File: src/rtl/mmp_pkg.sv
package mmp_pkg;
  localparam int unsigned MANT_W  = 64;
  localparam int unsigned GUARD_W = 8;

  typedef enum logic [2:0] {
    ST_IDLE   = 3'd0,
    ST_HH     = 3'd1,
    ST_LL     = 3'd2,
    ST_CROSS1 = 3'd3,
    ST_CROSS2 = 3'd4,
    ST_PACK   = 3'd5
  } mmp_state_e;

  typedef enum logic [1:0] {
    WIN_DROP0  = 2'b00,
    WIN_DROP1  = 2'b01,
    WIN_DROPHM = 2'b10,
    WIN_DROPH  = 2'b11
  } mmp_win_e;

  // leading bits dropped for window index, given half-mantissa width
  function automatic int unsigned win_drop(input int unsigned idx, input int unsigned half_w);
    case (idx)
      0:       return 0;
      1:       return 1;
      2:       return half_w - 1;
      default: return half_w;
    endcase
  endfunction
endpackage

File: src/rtl/mmp_ctrl.sv
module mmp_ctrl
  import mmp_pkg::*;
(
  input  logic       clk_i,
  input  logic       rst_ni,
  input  logic       start_i,
  output mmp_state_e state_o,
  output logic       load_o,
  output logic       busy_o,
  output logic       done_o
);
  mmp_state_e state_q, state_d;

  always_comb begin
    state_d = state_q;
    unique case (state_q)
      ST_IDLE:   if (start_i) state_d = ST_HH;
      ST_HH:     state_d = ST_LL;
      ST_LL:     state_d = ST_CROSS1;
      ST_CROSS1: state_d = ST_CROSS2;
      ST_CROSS2: state_d = ST_PACK;
      ST_PACK:   state_d = ST_IDLE;
      default:   state_d = ST_IDLE;
    endcase
  end

  always_ff @(posedge clk_i or negedge rst_ni) begin
    if (!rst_ni) state_q <= ST_IDLE;
    else         state_q <= state_d;
  end

  assign state_o = state_q;
  assign load_o  = (state_q == ST_IDLE) && start_i;
  assign busy_o  = (state_q != ST_IDLE);
  assign done_o  = (state_q == ST_PACK);
endmodule

File: src/rtl/mmp_mul.sv
module mmp_mul #(
  parameter int unsigned HALF_W = 32
) (
  input  logic [HALF_W-1:0]   x_i,
  input  logic [HALF_W-1:0]   y_i,
  output logic [2*HALF_W-1:0] p_o
);
  localparam int unsigned PW = 2 * HALF_W;
  assign p_o = PW'(x_i) * PW'(y_i);
endmodule

File: src/rtl/mmp_datapath.sv
module mmp_datapath
  import mmp_pkg::*;
#(
  parameter int unsigned MW = MANT_W
) (
  input  logic            clk_i,
  input  logic            rst_ni,
  input  logic            load_i,
  input  mmp_state_e      state_i,
  input  logic [MW-1:0]   a_i,
  input  logic [MW-1:0]   b_i,
  output logic [2*MW-1:0] prod_o
);
  localparam int unsigned HW = MW / 2;
  localparam int unsigned PW = 2 * MW;
  localparam int unsigned XW = 3 * HW;  // cross-term accumulation span

  logic [MW-1:0] a_q, b_q;
  logic [HW-1:0] x, y;
  logic [MW-1:0] pp;
  logic [PW-1:0] prod_q;
  logic [XW-1:0] cross_sum;

  always_ff @(posedge clk_i or negedge rst_ni) begin
    if (!rst_ni) begin
      a_q <= '0;
      b_q <= '0;
    end else if (load_i) begin
      a_q <= a_i;
      b_q <= b_i;
    end
  end

  always_comb begin
    x = a_q[HW-1:0];
    y = b_q[HW-1:0];
    unique case (state_i)
      ST_HH:     begin x = a_q[MW-1:HW]; y = b_q[MW-1:HW]; end
      ST_CROSS1: begin x = a_q[MW-1:HW]; y = b_q[HW-1:0];  end
      ST_CROSS2: begin x = a_q[HW-1:0];  y = b_q[MW-1:HW]; end
      default:   ;
    endcase
  end

  mmp_mul #(.HALF_W(HW)) i_mul (
    .x_i (x),
    .y_i (y),
    .p_o (pp)
  );

  assign cross_sum = prod_q[PW-1:HW] + XW'(pp);

  always_ff @(posedge clk_i or negedge rst_ni) begin
    if (!rst_ni) begin
      prod_q <= '0;
    end else begin
      unique case (state_i)
        ST_HH:     prod_q[PW-1:MW] <= pp;
        ST_LL:     prod_q[MW-1:0]  <= pp;
        ST_CROSS1,
        ST_CROSS2: prod_q[PW-1:HW] <= cross_sum;
        default:   ;
      endcase
    end
  end

  assign prod_o = prod_q;
endmodule

File: src/rtl/mmp_pack.sv
module mmp_pack
  import mmp_pkg::*;
#(
  parameter int unsigned MW = MANT_W,
  parameter int unsigned GW = GUARD_W
) (
  input  logic [2*MW-1:0] prod_i,
  input  mmp_win_e        win_i,
  output logic [MW-1:0]   mant_o,
  output logic [GW-1:0]   guard_o,
  output logic            sticky_o
);
  localparam int unsigned HW   = MW / 2;
  localparam int unsigned PW   = 2 * MW;
  localparam int unsigned NWIN = 4;
  localparam int unsigned SW   = PW - MW - GW;  // sticky span

  logic [MW-1:0] c_mant   [NWIN];
  logic [GW-1:0] c_guard  [NWIN];
  logic          c_sticky [NWIN];

  for (genvar i = 0; i < NWIN; i++) begin : g_win
    localparam int unsigned DROP = win_drop(i, HW);
    logic [PW-1:0] sh;
    assign sh          = prod_i << DROP;
    assign c_mant[i]   = sh[PW-1 -: MW];
    assign c_guard[i]  = sh[PW-MW-1 -: GW];
    assign c_sticky[i] = |sh[SW-1:0];
  end

  logic [GW-1:0] raw_guard;
  assign mant_o    = c_mant[win_i];
  assign raw_guard = c_guard[win_i];
  assign sticky_o  = c_sticky[win_i];
  assign guard_o   = {raw_guard[GW-1:1], raw_guard[0] | sticky_o};
endmodule

File: src/rtl/mant_mul_pack.sv
module mant_mul_pack
  import mmp_pkg::*;
(
  input  logic         clk_i,
  input  logic         rst_ni,
  input  logic         start_i,
  input  logic [63:0]  a_i,
  input  logic [63:0]  b_i,
  input  logic [1:0]   win_i,
  output logic         busy_o,
  output logic         done_o,
  output logic [127:0] prod_o,
  output logic [63:0]  mant_o,
  output logic [7:0]   guard_o,
  output logic         sticky_o
);
  mmp_state_e state;
  logic       load;
  mmp_win_e   win_q;

  mmp_ctrl i_ctrl (
    .clk_i   (clk_i),
    .rst_ni  (rst_ni),
    .start_i (start_i),
    .state_o (state),
    .load_o  (load),
    .busy_o  (busy_o),
    .done_o  (done_o)
  );

  always_ff @(posedge clk_i or negedge rst_ni) begin
    if (!rst_ni)   win_q <= WIN_DROP0;
    else if (load) win_q <= mmp_win_e'(win_i);
  end

  mmp_datapath #(.MW(MANT_W)) i_dp (
    .clk_i   (clk_i),
    .rst_ni  (rst_ni),
    .load_i  (load),
    .state_i (state),
    .a_i     (a_i),
    .b_i     (b_i),
    .prod_o  (prod_o)
  );

  mmp_pack #(.MW(MANT_W), .GW(GUARD_W)) i_pack (
    .prod_i   (prod_o),
    .win_i    (win_q),
    .mant_o   (mant_o),
    .guard_o  (guard_o),
    .sticky_o (sticky_o)
  );
endmodule

File: config.mk
export PLATFORM = sky130hd
export DESIGN_NAME = mant_mul_pack
export DESIGN_NICKNAME = d
export VERILOG_FILES = /design/src/rtl/mmp_pkg.sv /design/src/rtl/mmp_ctrl.sv /design/src/rtl/mmp_mul.sv /design/src/rtl/mmp_datapath.sv /design/src/rtl/mmp_pack.sv /design/src/rtl/mant_mul_pack.sv
export SDC_FILE = /design/constraint.sdc
export NUM_CORES = 2
export LEC_CHECK = 0
export BUFFER_PORTS_ARGS = -buffer_cell sky130_fd_sc_hd__buf_4
export CAP_MARGIN = 30
export CORE_MARGIN = 4
export CORE_UTILIZATION = 40
export CTS_CLUSTER_DIAMETER = 30
export CTS_CLUSTER_SIZE = 20
export DETAILED_ROUTE_END_ITERATION = 10
export PLACE_DENSITY_LB_ADDON = 0.2
export SLEW_MARGIN = 20
export SYNTH_ARGS = -nofsm -noshare
export SYNTH_HDL_FRONTEND = slang
export SYNTH_HIERARCHICAL = 1
export SYNTH_SLANG_ARGS = --single-unit
File: constraint.sdc
create_clock -name clk_i -period 14.6 [get_ports clk_i]
set_input_delay 1.46 -clock clk_i [delete_from_list [all_inputs] [get_ports clk_i]]
set_output_delay 1.46 -clock clk_i [all_outputs]
set_load 0.01 [all_outputs]
==> summary.txt <==
Drt
  – Vias per Instance: 5.50
  – Wirelength, routed: 167000 um
  – Number of DRC markers in iteration 0: 2832
  – Antenna viol nets, final: 0
  – TritonRoute pass-1 iters: 6
  – Vias: 39700
  – Remaining DRCs: 0
  – DR WL/cell: 23.1 um

GRT
  – Pin count of the biggest net entering global routing: 157
  – First-pass GRT wire length: 260000 um
  – Vias in the first global route: 42400
  – Total GRT Usage: 0.256
  – Initial antenna violation count: 2
  – Grt total ovfl: 0

Cells and area
  – Finished Layout Cells: 7224
  – Fillers: 12100
  – Layout net count: 6863
  – Synthesis-to-layout area growth: 13.7%
  – Layout cells sized above 1: 0.161
  – Most common cell after layout, fill and taps aside: fa_1
  – Most frequent cells in the layout: 897 x fa_1, 888 x inv_1, 610 x and2_1

CTS
  – CTS Buf Count: 76
  – H-Tree Depth: 3
  – Post-CTS setup repair buffer count: 0
  – Resized cells post-CTS: 0
  – CTS sink cnt: 261
  – Worst skew pair latency: 0.70 ns
  – Root Buffer: clkbuf_16
  – Clock tree buffer depth: 3
  – Clk slew on worst S/H paths: 0.04 ns
  – CTS tree: yes
  – Hold-fix buffers, CTS: 0

STA
  – Final hold vios: 0
  – Max Clk Rate: 0.0751 GHz
  – Slew HR: 0.226
  – Minimum clock period: 13.31 ns
  – Worst-margin pin slew: 1.15 ns
  – Tcrit/Tclk final: 0.912
  – Final-report max-slew violation count: 0
  – RSZ-0062 raised after global routing: false
  – Setup TNS: 0 ns
  – Final setup violation count: 0
  – Skew final: 0.0755 ns

Floorplanning
  – Initial Utilization: 0.403
  – Die Ht: 364 um
  – DIE AREA: 132000 um^2
  – Ports: 336
  – Core ar.: 126000 um^2
  – Die Wd: 364 um
  – # rows: 130

Hold path
  – Hold Path Depth: 1
  – Type of the tightest min-delay check: flop to flop

Logic synthesis
  – Ys flop type: dfrtp_1
  – Post-synth ARST share: 1.00
  – Mapped Cells: 5328
  – Synthesized area: 50600 um^2
  – Sequential fraction of the synthesis area: 0.129
  – Post-Syn Nets: 6685
  – Synth warn: 6
  – Mean Syn Cell Area: 9.50 um^2
  – Synth cell types: 90
  – Post-synth EDFFs: 0
  – Register bit total from synthesis: 261

Placement
  – Placer Congestion: 0.955
  – # port buffers: 335
  – DP Wirelength: 132000 um
  – Inst Count DP: 7076

Job
  – Max-Cap Viols: 0

Worst setup path
  – Worst endpoint data arrival time: 13.89 ns
  – Crit end category: flop
  – CP Class: flop to flop
  – Max stage delay cell, worst path: a221oi_1
  – Crit path depth: 38
  – Most common cell on crit path: fa_1
  – Critical path launch point type: flop
  – Worst r2r path cells: 38
  – Slowest stage delay, CP: 0.83 ns
  – Critical Path RT: 15.17 ns
  – Largest fanout on the critical path: 32
  – CP delay by family, top: adder cells
  – Buffers plus inverters on the worst setup path: 6

Status
  – Status: finished, final reports clean
==> registers in the layout, indices dropped and copies added, names as in the netlist <==
name,count
i_ctrl/state_o,3
win_q,2
i_dp/a_q,64
i_dp/b_q,64
i_dp/prod_o,128
==> synth_stat cells (10+ instances only) <==
cell type / n / area [um^2]
and3_1: 12 / 75.1
and2_1: 610 / 3820
mux2_2: 226 / 2540
nor2b_1: 13 / 81.3
o21ai_1: 11 / 55.1
dfrtp_1: 261 / 6530
clkbuf_1: 277 / 1040
buf_2: 15 / 75.1
a211oi_1: 12 / 90.1
a22oi_1: 38 / 285
ha_1: 327 / 4090
a21o_1: 60 / 450
or3_1: 10 / 62.6
o21ai_0: 130 / 651
xor2_1: 44 / 385
inv_1: 888 / 3330
nor2_1: 128 / 480
nand2_1: 600 / 2250
nor3_1: 32 / 160
o21bai_1: 30 / 225
nor4_1: 23 / 144
a31oi_1: 25 / 156
xnor2_1: 78 / 683
nand3_1: 29 / 145
mux4_2: 72 / 1620
fa_1: 897 / 18000
o22ai_1: 20 / 125
a21oi_1: 202 / 1010
nand4_1: 62 / 388
o21a_1: 15 / 113
==> worst register-to-register path, delay by kind of cell, from the launching register on <==
kind	cells	cell delay, ns
AO/OA/AOI/OAI	13	4.06
flip-flops	1	0.54
AND/OR/NAND/NOR	7	1.86
buffers and inverters	6	0.59
adder cells (fa/ha/maj)	10	4.81
XOR/XNOR	1	0.74
multiplexers	1	0.61
==> path summary, 6_finish.rpt <==
kind                                   start               end  slack (ns)
max                        i_ctrl/state_o[0]  i_dp/prod_o[107]        1.29
min in group asynchronous             rst_ni    i_dp/prod_o[6]        0.76
min reg2reg                      i_dp/a_q[6]       i_dp/a_q[6]        0.50
min                              i_dp/a_q[6]       i_dp/a_q[6]        0.50
max in group asynchronous             rst_ni      i_dp/b_q[31]       12.37
max reg2reg                i_ctrl/state_o[0]  i_dp/prod_o[107]        1.29
==> through the flow <==
stage          hold slack (ns)   util  instance area (um^2)  setup WS [ns]
5_1_grt                  0.512  0.458                 57600          0.834
4_1_cts                  0.501  0.457                 57500           1.42
6_report                 0.496  0.458                 57600           1.29
3_5_place_dp             0.490  0.434                 54600           1.51
2_1_floorplan            0.475      -                 50600           3.92
3_3_place_gp             0.483  0.434                 54600           1.55
==> final cells by class <==
class                           count  area (um^2)  area share
Tap cell                         1650         2060      0.0359
Antenna cell                        6         15.0    0.000261
Sequential cell                   261         6540       0.114
Inverter                          889         3340      0.0580
Multi-Input combinational cell   3864        39500       0.687
Clock buffer                       96         2120      0.0368
Clock inverter                     44          786      0.0136
Timing Repair Buffer              414         3190      0.0554
==> routing by layer <==
metal | vias up | global-route usage | wire (um)
met1 | 20800 | 0.350 | 72200
met3 | 296 | 0.0347 | 9750
met5 | - | 0 | 0
met2 | 1343 | 0.419 | 78700
li1 | 17300 | - | -
met4 | 0 | 0.0882 | 6050
==> kinds of logic (layout without fill, tap and decap cells) <==
family,Yosys count,count (layout),synth area share
other cells,0,6,0
flops,261,261,0.129
buf+inv,1203,1443,0.0914
xor+xnor,122,122,0.0211
compound gates,644,644,0.0814
fa+ha+maj,1224,1224,0.435
mux,305,305,0.0837
simple gates,1569,1569,0.158
Power is left out: the tool's default activity adds up to more than one toggle a clock period on the data nets, which glitch-free logic cannot reach.
